$ cat config.mk
export PLATFORM = sky130hd
export DESIGN_NAME = rfchk_issue
export DESIGN_NICKNAME = d
export VERILOG_FILES = /design/src/rtl/rfchk_pkg.sv /design/src/rtl/rfchk_issue.sv
export SDC_FILE = /design/constraint.sdc
export NUM_CORES = 1
export LEC_CHECK = 0
export CORE_UTILIZATION = 35
export CTS_CLUSTER_DIAMETER = 50
export DETAILED_ROUTE_END_ITERATION = 10
export HOLD_SLACK_MARGIN = 0.15
export MAX_ROUTING_LAYER = met4
export PLACE_DENSITY = 0.65
export SLEW_MARGIN = 10
export SYNTH_ARGS = -nofsm -noshare
export SYNTH_HDL_FRONTEND = slang
export SYNTH_SLANG_ARGS = --single-unit
$ cat constraint.sdc
create_clock -name clk -period 3.15 [get_ports clk]
set_input_delay 0.63 -clock clk [delete_from_list [all_inputs] [get_ports clk]]
set_output_delay 0.63 -clock clk [all_outputs]
set_load 0.05 [all_outputs]
$ cat src/rtl/rfchk_pkg.sv
// Package: shared definitions for the register file read cross-check unit.
// Assumes nothing beyond being compiled before every other module of the unit.
package rfchk_pkg;

    // Operating mode of the unit
    typedef enum logic {
        CHK_RESERVED = 1'b0,   // highest port belongs to the checker
        CHK_BORROW   = 1'b1    // idle ports are taken one at a time
    } chk_mode_e;

endpackage

$ cat src/rtl/rfchk_issue.sv
// Module: rfchk_issue
// Chooses the port that carries the next check, steers the register file port
// inputs between pipeline and checker, and holds each issued check for the
// cycle in which its data returns.
// Assumes: register file read latency of one cycle; the pipeline honours busy_o.
module rfchk_issue
    import rfchk_pkg::*;
#(
    parameter int NPORT = 4,
    parameter int AW    = 5,
    parameter int DW    = 32,
    localparam int PW   = (NPORT > 1) ? $clog2(NPORT) : 1
) (
    input  logic                  clk,
    input  logic                  rst_n,
    input  logic                  mode_i,
    input  logic [NPORT-1:0]      req_i,
    input  logic [NPORT*AW-1:0]   addr_i,
    input  logic                  head_v_i,
    input  logic [AW-1:0]         head_addr_i,
    input  logic [DW-1:0]         head_data_i,
    input  logic [PW-1:0]         head_port_i,
    output logic                  pop_o,
    output logic [NPORT-1:0]      rf_en_o,
    output logic [NPORT*AW-1:0]   rf_addr_o,
    output logic [NPORT-1:0]      busy_o,
    output logic [NPORT-1:0]      ver_v_o,
    output logic [NPORT*AW-1:0]   ver_addr_o,
    output logic [NPORT*DW-1:0]   ver_exp_o,
    output logic [NPORT*PW-1:0]   ver_src_o
);

    localparam int RES_PORT = NPORT - 1;

    logic             reserved_mode;
    logic [NPORT-1:0] usable;
    logic [NPORT-1:0] issue;
    logic             found;

    // Mark the ports a check may use this cycle
    always_comb begin
        reserved_mode = (mode_i == CHK_RESERVED);
        for (int q = 0; q < NPORT; q++) begin
            if (reserved_mode) begin
                usable[q] = (q == RES_PORT);
            end else begin
                usable[q] = !req_i[q] && !ver_v_o[q] && (head_port_i != PW'(q));
            end
        end
    end

    // Pick the lowest usable port for the head check
    always_comb begin
        issue = '0;
        found = 1'b0;
        for (int q = 0; q < NPORT; q++) begin
            if (!found && head_v_i && usable[q]) begin
                issue[q] = 1'b1;
                found    = 1'b1;
            end
        end
        pop_o = found;
    end

    for (genvar q = 0; q < NPORT; q++) begin : g_port
        logic owned;

        // Steer this port between pipeline and checker
        always_comb begin
            owned = reserved_mode && (q == RES_PORT);
            rf_en_o[q] = owned ? issue[q] : (req_i[q] | issue[q]);
            rf_addr_o[q*AW +: AW] = issue[q] ? head_addr_i : addr_i[q*AW +: AW];
            busy_o[q] = ver_v_o[q] | owned;
        end

        // Keep the issued check until its data returns
        always_ff @(posedge clk) begin
            if (!rst_n) begin
                ver_v_o[q]              <= 1'b0;
                ver_addr_o[q*AW +: AW]  <= '0;
                ver_exp_o[q*DW +: DW]   <= '0;
                ver_src_o[q*PW +: PW]   <= '0;
            end else begin
                ver_v_o[q] <= issue[q];
                if (issue[q]) begin
                    ver_addr_o[q*AW +: AW] <= head_addr_i;
                    ver_exp_o[q*DW +: DW]  <= head_data_i;
                    ver_src_o[q*PW +: PW]  <= head_port_i;
                end
            end
        end
    end

endmodule

==> impl_metrics.json <==
{
  "clock.fmax_ghz": 0.3277,
  "worstReg2RegStart": "busy_o[0]$_SDFF_PN0_",
  "overflow": 0,
  "syn-instance-count": 761,
  "layout_commonest_cell": "nand2_1",
  "synth_cell_types": 29,
  "cts_root_buffer": "clkbuf_16",
  "clkSinkCount": 160,
  "start_util": 0.3571,
  "clk_path_buf_depth": 2,
  "final_antenna_net_count": 0,
  "path_cells": "clkdlybuf4s50_1 > a2111oi_4 > nor4_4 > buf_4 > mux2_2 > buf_6",
  "worstHoldStart": "ver_exp_o[57]$_SDFFE_PN0P_",
  "grt.total_usage": 0.2375,
  "wl_per_cell_um": 16.74,
  "min_path_type": "reg -> reg",
  "arrival_ns": 2.42,
  "path_depth": 6,
  "place_ws_ns": -0.2155,
  "synth_edf_count": 0,
  "nFillCells": 1586,
  "powerDensity_nw_per_um2": 534.5,
  "drt-initial-drc-count": 349,
  "ios": 256,
  "finalInstanceArea_um2": 9854,
  "peakVddDrop_mv": 0.3581,
  "tns_ns": 0,
  "portBuffers": 255,
  "vias": 6191,
  "final_util": 0.5717,
  "drt_wl_total_um": 21010,
  "yosysSeqAreaShare": 0.5204,
  "crit_path_end_kind": "primary output",
  "syn_avg_cell_area_um2": 8.088,
  "clkLatencyLatePin_ns": 0.42,
  "ys_async_sr_fraction": 0,
  "syn_area_um2": 6155,
  "yosysWarnings": 0,
  "syn_nets": 828,
  "antenna_found_initial": 2,
  "clkTransAtPathRegs_ns": 0.06,
  "rsz0062_at_grt": "no",
  "final_cell_mix": "260 x nand2_1, 224 x clkdlybuf4s50_1, 160 x dfxtp_1",
  "slew_headroom": 0.4621,
  "drive_above_1_share": 0.1196,
  "viasPerCell": 4.933,
  "dpl_cell_area_um2": 9139,
  "dr.pass1.iters": 5,
  "worst_slew_pin_slew_ns": 0.8068,
  "place_congestion": 0.7886,
  "multi_input_area_um2": 2720,
  "area_growth_pct": 60.11,
  "critPathTopFamily": "buffers and inverters",
  "grt_pass1_wl_um": 32100,
  "die_h_um": 134.6,
  "ff_latch_area_um2": 3203,
  "htreeDepth": 4,
  "tritoncts": "done",
  "row_count": 48,
  "finalHoldViolCount": 0,
  "fin_crit_sh": 0.9689,
  "startpoint": "req_i[1]",
  "grt_pass1_vias": 5721,
  "worstHoldPathCells": 2,
  "status": "complete, no violations",
  "critPathLaunchType": "primary input",
  "synth_top_flop_cell": "dfxtp_1",
  "p_leak_nw": 3.623,
  "die_w_um": 134.6,
  "setup_viol": 0,
  "synth_seq_cells": 160,
  "hpwl_um": 14080,
  "finalClockSkew_ns": 0.01056,
  "hold_slack_ns": 0.4509,
  "route.detailed.drc": 0,
  "core_um2": 17240,
  "fin_ws_ns": 0.09812,
  "max-cap-violations": 0,
  "grt_max_degree": 80,
  "cts_made_buffers": 17,
  "crit_required_ns": 2.52,
  "slowest_stage": "clkdlybuf4s50_1",
  "crit_type": "in -> out",
  "max_stage_delay_ns": 0.59,
  "layout_min_cycle_time_ns": 3.052,
  "nets": 1082,
  "hold_buffers": 0,
  "path_max_fanout": 8,
  "dieArea_um2": 18120,
  "reg2regPathDepth": 6,
  "crit_buf_inv": 3,
  "maxSlewViolCount": 0
}
## path summary, 6_finish.rpt
kind / to / slack [ns]
setup / recovery: rf_addr_o[18] / 0.1
setup reg to reg: ver_exp_o[84]$_SDFFE_PN0P_ / 0.92
hold reg to reg: ver_exp_o[57]$_SDFFE_PN0P_ / 0.45
hold / removal: ver_exp_o[57]$_SDFFE_PN0P_ / 0.45
## tightest hold or removal path, stage by stage, from the launching register on
cell     delay [ns]
dfxtp_1        0.31
nand2_1        0.05
a21oi_1        0.05
## final cells by class
type | instances | share of cell area
clock inverter | 12 | 0.01574
inverter | 2 | 0.001016
clock buffer | 20 | 0.04634
multi-input combinational | 535 | 0.2760
sequential | 160 | 0.3250
timing repair buffer | 299 | 0.3068
antenna | 2 | 0.0005079
tap | 225 | 0.02857
## cell usage after synthesis (all sizes together), types with 2 or more instances
library cell / count / area share
a21oi: 117 / 0.095
mux2: 5 / 0.0091
nor3: 3 / 0.0024
o21ai: 46 / 0.037
or2: 3 / 0.0035
dfxtp: 160 / 0.52
nand2: 262 / 0.16
nor2: 5 / 0.0030
nand2b: 4 / 0.0041
clkbuf: 43 / 0.026
inv: 2 / 0.0012
buf: 22 / 0.025
mux2i: 39 / 0.063
and2: 2 / 0.0020
nand3: 39 / 0.032
## flip-flops by register name, summed over array words and instances, names as in the netlist
signal,count
ver_addr_o,20
ver_exp_o,128
ver_src_o,8
busy_o,3
ver_v_o,1
## power by group
part           switching [mW]  internal, mW
Combinational           0.626         0.368
Sequential             0.0363          2.09
Clock                   0.849          1.29
Total                    1.51          3.76
## layer usage
layer | global-route usage | up-vias | share of wire
met1 | 0.2927 | 2924 | 0.44
met5 | - | - | 0
li1 | - | 3033 | -
met4 | 0.07116 | 0 | 0.010
met2 | 0.3771 | 215 | 0.48
met3 | 0.06719 | 19 | 0.068
## cell families after synthesis
group	after synthesis	share of synthesized area
buffers and inverters	67	0.05225
muxes	44	0.07257
DFF	160	0.5204
and+or+nand+nor	321	0.2102
AOI/OAI and AO/OA	169	0.1445
## stage by stage
stage          cells  power [mW]
2_1_floorplan    761       2.733
3_3_place_gp    1217       3.148
3_5_place_dp    1217       3.154
4_1_cts         1253       5.300
5_1_grt         1255       5.439
6_report        1255       5.267
## what timing repair did
action                     4_1_cts  5_1_grt
setup buffers                    3        0
cloned                           1        0
gates resized for setup         13       12
pin swaps                        5        1
setup endpoints to repair       19        5
(Power assumes the default switching activity.)
